$ cat config.mk
export PLATFORM = sky130hd
export DESIGN_NAME = pred_stage_sched
export DESIGN_NICKNAME = d
export VERILOG_FILES = /design/src/rtl/pred_sched_pkg.sv /design/src/rtl/ps_seq.sv /design/src/rtl/ps_eng_track.sv /design/src/rtl/ps_buf_ctl.sv /design/src/rtl/pred_stage_sched.sv
export SDC_FILE = /design/constraint.sdc
export NUM_CORES = 1
export LEC_CHECK = 0
export BUFFER_PORTS_ARGS = -buffer_cell sky130_fd_sc_hd__clkbuf_2
export CAP_MARGIN = 30
export CELL_PAD_IN_SITES_DETAIL_PLACEMENT = 0
export CELL_PAD_IN_SITES_GLOBAL_PLACEMENT = 1
export CORE_AREA = 2 2 39 41
export DETAILED_ROUTE_END_ITERATION = 12
export DIE_AREA = 0 0 41 43
export PLACE_DENSITY_LB_ADDON = 0.1
export SLEW_MARGIN = 20
export SYNTH_ARGS = -nofsm -noshare
export SYNTH_HDL_FRONTEND = slang
export SYNTH_SLANG_ARGS = --single-unit
$ cat constraint.sdc
create_clock -name clk -period 2.8 [get_ports clk]
set_input_delay 0 -clock clk [delete_from_list [all_inputs] [get_ports clk]]
set_output_delay 0 -clock clk [all_outputs]
set_load 0.005 [all_outputs]
$ cat src/rtl/pred_sched_pkg.sv
package pred_sched_pkg;

  typedef enum logic [1:0] {
    PS_IDLE   = 2'd0,
    PS_LAUNCH = 2'd1,
    PS_RUN    = 2'd2,
    PS_DONE   = 2'd3
  } ps_state_t;

  localparam int ENG_INTRA = 0;
  localparam int ENG_INTER = 1;
  localparam int NUM_ENG   = 2;

  // Whether engine idx takes part in a macroblock with the given style.
  function automatic logic eng_needed(logic mixed, logic pick_inter, int idx);
    logic picked;
    picked = (idx == ENG_INTER) ? pick_inter : !pick_inter;
    return mixed | picked;
  endfunction

  // Stage completes when every engine reports finished (or unneeded).
  function automatic logic all_finished(logic [NUM_ENG-1:0] fin);
    return &fin;
  endfunction

endpackage

$ cat src/rtl/ps_seq.sv
module ps_seq
  import pred_sched_pkg::*;
(
  input  logic      clk,
  input  logic      rst,
  input  logic      start_i,
  input  logic      mode_mixed_i,
  input  logic      sel_inter_i,
  input  logic      all_fin,
  output ps_state_t state_o,
  output logic      accept_o,
  output logic      launch_o,
  output logic      active_o,
  output logic      go_done_o,
  output logic      in_done_o,
  output logic      mixed_q_o,
  output logic      sel_q_o
);

  ps_state_t state_q;
  logic      mixed_q;
  logic      sel_q;

  assign accept_o  = (state_q == PS_IDLE) && start_i;
  assign launch_o  = (state_q == PS_LAUNCH);
  assign active_o  = (state_q == PS_LAUNCH) || (state_q == PS_RUN);
  assign go_done_o = active_o && all_fin;
  assign in_done_o = (state_q == PS_DONE);
  assign state_o   = state_q;
  assign mixed_q_o = mixed_q;
  assign sel_q_o   = sel_q;

  always_ff @(posedge clk) begin
    if (rst) begin
      state_q <= PS_IDLE;
      mixed_q <= 1'b0;
      sel_q   <= 1'b0;
    end else begin
      unique case (state_q)
        PS_IDLE: begin
          if (start_i) begin
            state_q <= PS_LAUNCH;
            mixed_q <= mode_mixed_i;
            sel_q   <= sel_inter_i;
          end
        end
        PS_LAUNCH, PS_RUN: begin
          state_q <= all_fin ? PS_DONE : PS_RUN;
        end
        PS_DONE: state_q <= PS_IDLE;
        default: state_q <= PS_IDLE;
      endcase
    end
  end

endmodule

$ cat src/rtl/ps_eng_track.sv
module ps_eng_track
  import pred_sched_pkg::*;
#(
  parameter int IDX = ENG_INTRA
) (
  input  logic clk,
  input  logic rst,
  input  logic accept,
  input  logic launch,
  input  logic active,
  input  logic mixed_q,
  input  logic sel_q,
  input  logic done_i,
  output logic start_o,
  output logic clk_en_o,
  output logic fin_q_o,
  output logic fin_now_o
);

  logic need;
  logic fin_q;

  assign need      = eng_needed(mixed_q, sel_q, IDX);
  assign start_o   = launch && need;
  assign clk_en_o  = active && need && !fin_q;
  assign fin_now_o = !need || fin_q || (active && done_i);
  assign fin_q_o   = fin_q;

  always_ff @(posedge clk) begin
    if (rst || accept) begin
      fin_q <= 1'b0;
    end else if (active && need && done_i) begin
      fin_q <= 1'b1;
    end
  end

endmodule

$ cat src/rtl/ps_buf_ctl.sv
module ps_buf_ctl (
  input  logic clk,
  input  logic rst,
  input  logic mixed_q,
  input  logic active,
  input  logic intra_done_i,
  input  logic intra_fin_q,
  input  logic go_done,
  input  logic in_done,
  output logic buf_wr_o,
  output logic buf_valid_o,
  output logic buf_inval_o
);

  logic valid_q;

  assign buf_wr_o    = mixed_q && active && intra_done_i && !intra_fin_q;
  assign buf_inval_o = in_done && mixed_q;
  assign buf_valid_o = valid_q;

  // Completion clears the buffer; it wins over a same-cycle write.
  always_ff @(posedge clk) begin
    if (rst || go_done) begin
      valid_q <= 1'b0;
    end else if (buf_wr_o) begin
      valid_q <= 1'b1;
    end
  end

endmodule

$ cat src/rtl/pred_stage_sched.sv
module pred_stage_sched
  import pred_sched_pkg::*;
(
  input  logic clk,
  input  logic rst,
  input  logic start_i,
  input  logic mode_mixed_i,
  input  logic sel_inter_i,
  input  logic intra_done_i,
  input  logic inter_done_i,
  output logic intra_start_o,
  output logic inter_start_o,
  output logic intra_clk_en_o,
  output logic inter_clk_en_o,
  output logic buf_wr_o,
  output logic buf_valid_o,
  output logic buf_inval_o,
  output logic stage_done_o
);

  ps_state_t          state;
  logic               accept, launch, active, go_done, in_done;
  logic               mixed_q, sel_q;
  logic [NUM_ENG-1:0] eng_done, eng_start, eng_en, eng_fin_q, eng_fin_now;
  logic               all_fin;

  assign eng_done[ENG_INTRA] = intra_done_i;
  assign eng_done[ENG_INTER] = inter_done_i;
  assign all_fin = all_finished(eng_fin_now);

  ps_seq u_seq (
    .clk          (clk),
    .rst          (rst),
    .start_i      (start_i),
    .mode_mixed_i (mode_mixed_i),
    .sel_inter_i  (sel_inter_i),
    .all_fin      (all_fin),
    .state_o      (state),
    .accept_o     (accept),
    .launch_o     (launch),
    .active_o     (active),
    .go_done_o    (go_done),
    .in_done_o    (in_done),
    .mixed_q_o    (mixed_q),
    .sel_q_o      (sel_q)
  );

  for (genvar g = 0; g < NUM_ENG; g++) begin : g_eng
    ps_eng_track #(.IDX(g)) u_trk (
      .clk       (clk),
      .rst       (rst),
      .accept    (accept),
      .launch    (launch),
      .active    (active),
      .mixed_q   (mixed_q),
      .sel_q     (sel_q),
      .done_i    (eng_done[g]),
      .start_o   (eng_start[g]),
      .clk_en_o  (eng_en[g]),
      .fin_q_o   (eng_fin_q[g]),
      .fin_now_o (eng_fin_now[g])
    );
  end

  ps_buf_ctl u_buf (
    .clk          (clk),
    .rst          (rst),
    .mixed_q      (mixed_q),
    .active       (active),
    .intra_done_i (intra_done_i),
    .intra_fin_q  (eng_fin_q[ENG_INTRA]),
    .go_done      (go_done),
    .in_done      (in_done),
    .buf_wr_o     (buf_wr_o),
    .buf_valid_o  (buf_valid_o),
    .buf_inval_o  (buf_inval_o)
  );

  assign intra_start_o  = eng_start[ENG_INTRA];
  assign inter_start_o  = eng_start[ENG_INTER];
  assign intra_clk_en_o = eng_en[ENG_INTRA];
  assign inter_clk_en_o = eng_en[ENG_INTER];
  assign stage_done_o   = in_done;

endmodule

==> results.ini, run 1 <==
[synthesis]
synth_top_flop_cell = dfxtp_1
synth_top_family_by_area = simple AND/OR/NAND/NOR gates
yosysMostFrequentCell = dfxtp_1
syn_area_um2 = 394
synthMuxAreaShare_pct = 5.08
synth_simple_gate_area_share_pct = 29.5
synthesis.nets = 54
synth_compound_area_share_pct = 17.5
synth_cells = 44
synth_area_leaders = dfxtp_1 (36%), ha_1 (9.5%), nor3b_1 (5.7%), mux2i_1 (5.1%), o211a_1 (5.1%)
synth_common_cells = dfxtp_1 (7), nand2_1 (5), nor2_1 (5)
synth_top_area_cell = dfxtp_1
yosysSeqAreaShare_pct = 35.6
synth_top_area_share_pct = 35.6
synth_cell_types = 20
synth_edf_count = 0
ys_ff_latch = 7
synth_xor_xnor_area_share_pct = 0
async_reset_ff_share_pct = 0
yosysWarnings = 0
synth-adder-area-share_pct = 9.52
avgSynthCellArea_um2 = 8.96

[power_and_ir_drop]
leakagePower_nw = 0.282
irDropWorstVdd_v = 0.000339
powerDensity_nw_per_um2 = 939

[setup_path]
r2r_start = u_seq.state_o[0]$_SDFFE_PP0P_
critPathLaunch = u_seq.state_o[0]$_SDFFE_PP0P_
cpMostUsedCell = nand2_1
cp_data_required_time_ps = 3000
slowest_delay_ps = 550
critPathLaunchType = register
critical_path.top_delay_family = buffers and inverters
cp_max_fo = 4
cp-end-kind = register
arrival_ps = 1830
slowest_stage = dlygate4sd3_1
crit_chain = inv_1, ha_1, nand2_1, nand2_1, a21oi_1, dlygate4sd3_1
critPathBufInv = 2
worstSetupPathType = reg -> reg

[timing]
fmax_mhz = 615
grt_setup_unrepaired = no
fin_crit_sh_pct = 58.1
finalWorstSetupSlack_ps = 1170
hold-worst-slack_ps = 34.4
fin_worst_skew_ps = 9.63
setup_violations = 0
worst_slew_pin_slew_ps = 346
maxSlewHeadroom_pct = 76.8
drv_slew = 0
fin_setup_tns_ps = 0
finalHoldViolCount = 0
fin_crit_ps = 1630

[placed_design]
dp.cells = 74
io_buffers = 14
dp.final_hpwl_um = 721
gp_congestion = 0.660
place_ws_ps = 1370

[clock_tree]
cts_tree = built
clk_pin_slew_ps = 60
cts_num_sinks = 7
clock_latency_ps = 260
cts_root_buf = clkbuf_4
cts_max_path_buffers = 2
cts-buffers-inserted = 3
post_cts_resized = 0
htree_levels = 1

[layout]
drive_gt1_share_pct = 30.8
post-route-util_pct = 39.1
final_cells = 81
n_antenna_cell = 0
fin_nets = 76
area_delta_synth_final_pct = 37.1

[min_path]
hold_path.class = in -> reg
hp-start = start_i

[floorplan]
rows = 14
die_w_um = 41
start_util_pct = 28.5
core_area_um2 = 1380
io_pins = 15
die_area_um2 = 1760
die_y_um = 43

[global_route]
antenna_found_initial = 0
grt_overflow = 0
grt_pass1_vias = 320
grt_max_degree = 9
grt_pass1_wl_um = 1350
groute.usage.overall_pct = 12.2

[detailed_routing]
viasPerCell = 4.69
ant_nets = 0
wirelength_um = 913
drt_iter0_drc = 2
wl_per_cell_um = 11.3
vias = 380
drc = 0
drtPass1Iterations = 2

[job]
cap_violations = 0

[outcome]
status = finished, final reports clean

==> registers in the layout, summed over array words and instances, names as in the netlist <==
register	count
u_seq.mixed_q_o	1
u_buf.buf_valid_o	1
u_seq.state_o	2
u_seq.sel_q_o	1
g_eng.u_trk.fin_q_o	2
==> final timing paths <==
| check | end | slack (ps) | depth (start not counted) |
|---|---|---|---|
| hold reg to reg | u_seq.mixed_q_o$_SDFFE_PP0P_ | 530 | 2 |
| hold / removal | u_seq.mixed_q_o$_SDFFE_PP0P_ | 30 | 3 |
| setup / recovery | u_seq.sel_q_o$_SDFFE_PP0P_ | 1170 | 6 |
| setup reg to reg | u_seq.sel_q_o$_SDFFE_PP0P_ | 1170 | 6 |
==> tightest hold or removal path: stages <==
cell and delay, ps:
clkbuf_2 110, nand3_1 80, a21oi_1 60
==> cells by family (layout without fill, tap and decap cells) <==
kind of cell	count (synthesis)	count (layout)
buf+inv	3	24
flops	7	7
fa+ha+maj	3	3
mux	2	2
compound gates	8	8
simple gates	21	21
==> cell type report <==
type | instances | area [um2]
fillers | 161 | 843
multi-input cells | 34 | 243
flip-flops and latches | 7 | 140
repair buffers | 17 | 100
clock buffers | 4 | 26.3
well taps | 16 | 20.0
inverters | 3 | 11.3
==> repair_timing <==
action / CTS / global route
setup buffers: 0 / 0
hold buffers: 3 / 0
endpoints found under the hold margin: 3 / 0
==> layout by cell type, fill, tap and decap left out <==
cell type / instances
a21oi_1: 2
and2_1: 1
and2b_1: 1
and4b_2: 1
clkbuf_1: 1
clkbuf_2: 14
clkbuf_4: 3
dfxtp_1: 7
dlygate4sd3_1: 3
ha_1: 3
inv_1: 3
mux2i_1: 2
nand2_1: 5
nand2b_1: 1
nand3_1: 2
nor2_1: 5
nor2b_1: 1
nor2b_2: 1
nor3b_1: 3
o211a_1: 2
o221a_1: 1
o22ai_1: 1
o311ai_1: 1
o31ai_2: 1
==> where the power goes <==
| part | switching (mW) | total [mW] | internal [mW] | leakage (nW) |
|---|---|---|---|---|
| Clock | 0.0395 | 0.0941 | 0.0546 | 0.0150 |
| Combinational | 0.137 | 0.263 | 0.126 | 0.210 |
| Sequential | 0.0233 | 0.150 | 0.127 | 0.0573 |
==> through the flow <==
step	area (um2)	power, mW
final	541	0.508
after global placement	484	0.419
after CTS	541	0.515
after global routing	541	0.560
after floorplan	394	0.331
after detailed placement	484	0.412
==> per-layer routing <==
metal  vias to the layer above  global-route usage, %  wire length, um
met5                         -                      0                0
met3                         2                   4.71               82
li1                        201                      -                -
met2                        16                   16.3              374
met1                       161                   15.7              445
met4                         0                   8.00                9
(Power assumes the default switching activity.)
==> run 2: changes to the inputs <==
ABC_AREA = 1   (was default)
CORE_AREA = default   (was 2 2 39 41)
CORE_MARGIN = 2   (was default)
CORE_UTILIZATION = 29   (was default)
DIE_AREA = default   (was 0 0 41 43)
clock period = 1.7 ns   (was 2.8 ns; I/O delays follow)
==> run 2 against run 1 <==
  * Utilization grew 1.1 points
  * Register-to-register slack lost 820 ps
  * Combinational power grew 57%
  * Highest routed layer unchanged
  * Sequential share of layout area grew 1.3 points
  * Global-route usage grew 0.94 points
  * Largest power group unchanged
==> results.ini, run 2 <==
[floorplan]
core_area_um2 = 1280
die_area_um2 = 1660
start_util_pct = 30.4
die_w_um = 40.7
io_pins = 15
die_y_um = 40.7
rows = 13

[setup_path]
r2r_start = u_seq.state_o[0]$_SDFFE_PP0P_
r2r_cells = 7
cp_data_required_time_ps = 1700
arrival_ps = 1470
r2r_slack_ps = 350
worstSetupPathType = reg -> out
critPathLaunchType = register
cp-end-kind = primary output
cp_max_fo = 7
r2r_end = u_seq.state_o[0]$_SDFFE_PP0P_

[global_route]
antenna_found_initial = 0
grt_pass1_wl_um = 1360
groute.usage.overall_pct = 13.2
grt_pass1_vias = 351
grt_max_degree = 8
grt_overflow = 0

[clock_tree]
clock_latency_ps = 250
cts_tree = built
cts-buffers-inserted = 3
post_cts_resized = 0
cts_root_buf = clkbuf_4
cts_setup_buffers = 0
clk_pin_slew_ps = 60
cts_max_path_buffers = 2
htree_levels = 1
ctsHoldBuffers = 1
cts_num_sinks = 7

[layout]
layout_commonest_cell = inv_1
final_cell_mix = inv_1 (15), clkbuf_2 (14), nand2_1 (12)
fin_nets = 90
regArea_um2 = 140
n_antenna_cell = 0
area_delta_synth_final_pct = 32.1
multi_input_area_um2 = 190
drive_gt1_share_pct = 22.8
fillers = 153

[timing]
setup_violations = 0
grt_setup_unrepaired = no
finalWorstSetupSlack_ps = 232
fmax_mhz = 681
fin_setup_tns_ps = 0
fin_crit_ps = 1470
drv_slew = 0
fin_crit_sh_pct = 86.4
fin_worst_skew_ps = 1.80
maxSlewHeadroom_pct = 86.3
finalHoldViolCount = 0
worst_slew_pin_slew_ps = 206

[min_path]
hp-start = inter_done_i
hold_path.class = in -> reg
min_to = g_eng[1].u_trk.fin_q_o$_SDFFE_PP0P_
hold_depth = 3

[synthesis]
synth_common_cells = inv_1 (15), nand2_1 (12), dfxtp_1 (7)
synth_top_area_cell = dfxtp_1
synth_top_area_share_pct = 35.9
synth_area_leaders = dfxtp_1 (36%), inv_1 (14%), nand2_1 (12%), ha_1 (9.6%), a21oi_1 (7.7%)
synth_edf_count = 0
ys_ff_latch = 7
async_reset_ff_share_pct = 0
synth_top_flop_cell = dfxtp_1
yosysWarnings = 0
syn_area_um2 = 390
yosysMostFrequentCell = inv_1
synthesis.nets = 70
synth_cells = 60
synth_cell_types = 12
yosysSeqAreaShare_pct = 35.9
avgSynthCellArea_um2 = 6.51

[power_and_ir_drop]
pwr-share-seq_pct = 29.7
p_sw_share_pct = 42.5
irDropWorstVdd_v = 0.000522
internal_power_mw = 0.463
leakagePower_nw = 0.295
p_switching_mw = 0.342
p_clk_share_pct = 19.1
power_frac_comb_pct = 51.1
powerDensity_nw_per_um2 = 1560

[detailed_routing]
ant_nets = 0
drt_iter0_drc = 2
wirelength_um = 829
drc = 0
drtPass1Iterations = 4
wl_per_cell_um = 8.82
vias = 405
viasPerCell = 4.31

[placed_design]
gp_congestion = 0.740
io_buffers = 14
dp.final_hpwl_um = 704
place_ws_ps = 346

[outcome]
status = finished, final reports clean

[job]
cap_violations = 0

==> run 2: cell types whose count changed in the layout (fill, tap and decap cells not counted), moves of 2 or more <==
| cell | before | now |
|---|---|---|
| inv_1 | 3 | 15 |
| nand2_1 | 5 | 12 |
| a21oi_1 | 2 | 6 |
| nor3b_1 | 3 | 0 |
| o21ai_0 | 0 | 3 |
| dlygate4sd3_1 | 3 | 1 |
| mux2i_1 | 2 | 0 |
| nand3_1 | 2 | 4 |
| nand4_1 | 0 | 2 |
| nor3_1 | 0 | 2 |
| o211a_1 | 2 | 0 |
==> run 2: routing by layer <==
metal | global-route usage [%] | vias to the layer above | routed length (um)
li1 | - | 227 | -
met1 | 15.9 | 162 | 393
met2 | 19.8 | 14 | 367
met3 | 3.26 | 2 | 60
met4 | 10.0 | 0 | 8
met5 | 0 | - | 0
==> run 2: how the worst max path moves through the flow <==
stage | start | endpoint | slack, ps | cells past startpoint
6_report | u_seq.state_o[0]$_SDFFE_PP0P_ | inter_clk_en_o | 230 | 5
5_1_grt | u_seq.state_o[0]$_SDFFE_PP0P_ | inter_clk_en_o | 40 | 5
4_1_cts | u_seq.state_o[0]$_SDFFE_PP0P_ | inter_clk_en_o | 210 | 5
3_5_place_dp | u_seq.state_o[0]$_SDFFE_PP0P_ | u_seq.state_o[0]$_SDFFE_PP0P_ | 350 | 7
3_3_place_gp | u_seq.state_o[0]$_SDFFE_PP0P_ | u_seq.state_o[0]$_SDFFE_PP0P_ | 350 | 7
2_1_floorplan | u_seq.state_o[0]$_SDFFE_PP0P_ | u_seq.state_o[0]$_SDFFE_PP0P_ | 460 | 7
==> run 2: power groups by stage <==
stage | Clock [mW] | Sequential [mW] | Combinational [mW]
after floorplan | 0 | 0.238 | 0.301
after global placement | 0 | 0.242 | 0.430
after detailed placement | 0 | 0.243 | 0.421
after CTS | 0.164 | 0.240 | 0.423
after global routing | 0.176 | 0.246 | 0.497
final | 0.154 | 0.239 | 0.412
==> run 2: layout make-up <==
| type | instances | share of cell area (%) |
|---|---|---|
| Sequential cell | 7 | 27.2 |
| Inverter | 16 | 11.7 |
| Clock buffer | 4 | 5.10 |
| Multi-Input combinational cell | 37 | 36.9 |
| Timing Repair Buffer | 15 | 15.5 |
| Tap cell | 15 | 3.64 |
==> run 2: stage by stage <==
step / hold slack [ps] / total power [mW] / utilization (%) / area, um2 / instances
finish: 12.3 / 0.805 / 40.1 / 515 / 94
global route: 14.8 / 0.919 / 40.1 / 515 / 94
CTS: 10.6 / 0.826 / 40.1 / 515 / 94
detailed placement: 180 / 0.664 / 37.3 / 479 / 89
global placement: 182 / 0.672 / 37.3 / 479 / 89
floorplan: 69.1 / 0.538 / - / 390 / 60
==> run 2: cell families (layout without fill, tap and decap cells) <==
| group | count (synthesis) | in the layout | share of synthesized area [%] |
|---|---|---|---|
| flip-flops | 7 | 7 | 35.9 |
| adder cells (fa/ha/maj) | 3 | 3 | 9.62 |
| AO/OA/AOI/OAI | 10 | 10 | 12.8 |
| AND/OR/NAND/NOR | 24 | 24 | 26.3 |
| buffers and inverters | 16 | 35 | 15.4 |
==> run 2: worst max-delay path, stage by stage (launching register included) <==
cell and delay [ps]:
dfxtp_1 380, inv_1 60, ha_1 390, inv_2 80, nor3_1 170, clkbuf_2 140
==> run 3: changes to the inputs <==
CELL_PAD_IN_SITES_DETAIL_PLACEMENT = default   (was 0)
CELL_PAD_IN_SITES_GLOBAL_PLACEMENT = default   (was 1)
CORE_AREA = 2 2 39 41   (was default)
CORE_MARGIN = default   (was 2)
CORE_UTILIZATION = default   (was 29)
DIE_AREA = 0 0 41 43   (was default)
PLACE_DENSITY_LB_ADDON = default   (was 0.1)
==> run 3 against run 2 <==
  * Routed wire length increased by 4.3%
  * Worst hold slack got worse by 2.5 ps
  * Final cell count increased by 1.1%
  * First-iteration DRC count increased to 11 times the previous value
  * Flip-flop and latch count unchanged
  * Power increased by 1.5%
  * Sequential share of layout area decreased by 0.066 points
  * Design area increased by 0.24%
  * Combinational power increased by 2%
  * Clock power about the same
  * Critical endpoint unchanged
  * Largest power group unchanged
==> results.ini, run 3 (synthesis results as in run 2) <==
[global_route]
grt_pass1_vias = 351
grt_max_degree = 8
grt_pass1_wl_um = 1370
use_met2_pct = 15.0
met3_usage_pct = 3.14
antenna_found_initial = 0
top_usage_layer = met1
use_met1_pct = 16.1
groute.usage.overall_pct = 12.0
grt_overflow = 0

[timing]
fin_worst_skew_ps = 0.974
fin_crit_ps = 1500
grt_setup_unrepaired = no
drv_slew = 0
fin_crit_sh_pct = 88.1
fmax_mhz = 668
worst_slew_pin_slew_ps = 209
maxSlewHeadroom_pct = 86.0
finalWorstSetupSlack_ps = 202
hold-worst-slack_ps = 9.85
setup_violations = 0
fin_setup_tns_ps = 0
finalHoldViolCount = 0

[clock_tree]
cts_root_buf = clkbuf_4
clk_pin_slew_ps = 50
htree_levels = 1
cts-buffers-inserted = 3
clock_latency_ps = 260
cts_num_sinks = 7
cts_tree = built
cts_setup_buffers = 0
cts_max_path_buffers = 2

[placed_design]
dp.final_hpwl_um = 680
place_ws_ps = 356
dp.cells = 90
io_buffers = 14
gp_congestion = 0.687

[setup_path]
worstSetupPathType = reg -> out
cp_data_required_time_ps = 1700
cp_max_fo = 7
arrival_ps = 1500
critPathLaunchType = register
cp-end-kind = primary output

[power_and_ir_drop]
powerDensity_nw_per_um2 = 1580
irDropWorstVdd_v = 0.000437
leakagePower_nw = 0.295

[detailed_routing]
drt_iter0_drc = 22
wl_per_cell_um = 9.11
wirelength_um = 865
drc = 0
ant_nets = 0
drtPass1Iterations = 6
viasPerCell = 4.47
vias = 425

[floorplan]
io_pins = 15
die_area_um2 = 1760
core_area_um2 = 1380
start_util_pct = 28.2
die_y_um = 43
die_w_um = 41
rows = 14

[layout]
fin_nets = 90
drive_gt1_share_pct = 22.8
final_cell_mix = inv_1 (15), clkbuf_2 (14), nand2_1 (12)
n_antenna_cell = 0
area_delta_synth_final_pct = 32.4
post-route-util_pct = 37.3
final_cells = 95
layout_commonest_cell = inv_1

[job]
cap_violations = 0

[min_path]
hold_path.class = in -> reg

[outcome]
status = finished, final reports clean

==> run 3: cell counts in the layout (fill, tap and decap cells not counted) <==
Identical to the previous run, type by type.
==> run 3: worst paths after layout <==
path / startpoint / to / slack, ps / cells after the start
setup reg to reg: u_seq.state_o[0]$_SDFFE_PP0P_ / u_seq.state_o[0]$_SDFFE_PP0P_ / 340 / 7
setup / recovery: u_seq.state_o[0]$_SDFFE_PP0P_ / inter_clk_en_o / 200 / 5
hold / removal: inter_done_i / g_eng[1].u_trk.fin_q_o$_SDFFE_PP0P_ / 10 / 3
hold reg to reg: u_seq.sel_q_o$_SDFFE_PP0P_ / u_seq.sel_q_o$_SDFFE_PP0P_ / 460 / 2
==> run 3: critical path: stages, from the launching register on <==
cell,delay (ps)
dfxtp_1,380
inv_1,60
ha_1,400
inv_2,90
nor3_1,180
clkbuf_2,140
==> run 3: power by group <==
part / switching [mW] / internal, mW
Clock: 0.0651 / 0.0898
Sequential: 0.0298 / 0.211
Combinational: 0.259 / 0.162
Total: 0.354 / 0.463
==> run 3: per-stage QoR <==
step           cell area (um2)  power (mW)
2_1_floorplan              390       0.538
3_3_place_gp               480       0.655
3_5_place_dp               480       0.659
4_1_cts                    517       0.815
5_1_grt                    517       0.907
6_report                   517       0.817
==> run 3: repair_timing <==
action / 4_1_cts / 5_1_grt
setup endpoints to repair: 0 / 0
hold buffers: 1 / 0
resized for setup: 0 / 0
hold endpoints to repair: 1 / 0
==> run 3: layout make-up <==
cell class / instances / area, um2
fill: 154 / 867
multi-input combinational: 37 / 190
sequential: 7 / 140
timing repair buffer: 15 / 80.1
inverter: 16 / 60.1
clock buffer: 4 / 26.3
tap: 16 / 20.0
==> run 3: per-layer routing <==
metal	up-vias	wire [um]
li1	224	-
met3	5	53
met4	0	32
met1	178	423
met2	18	355
met5	-	0
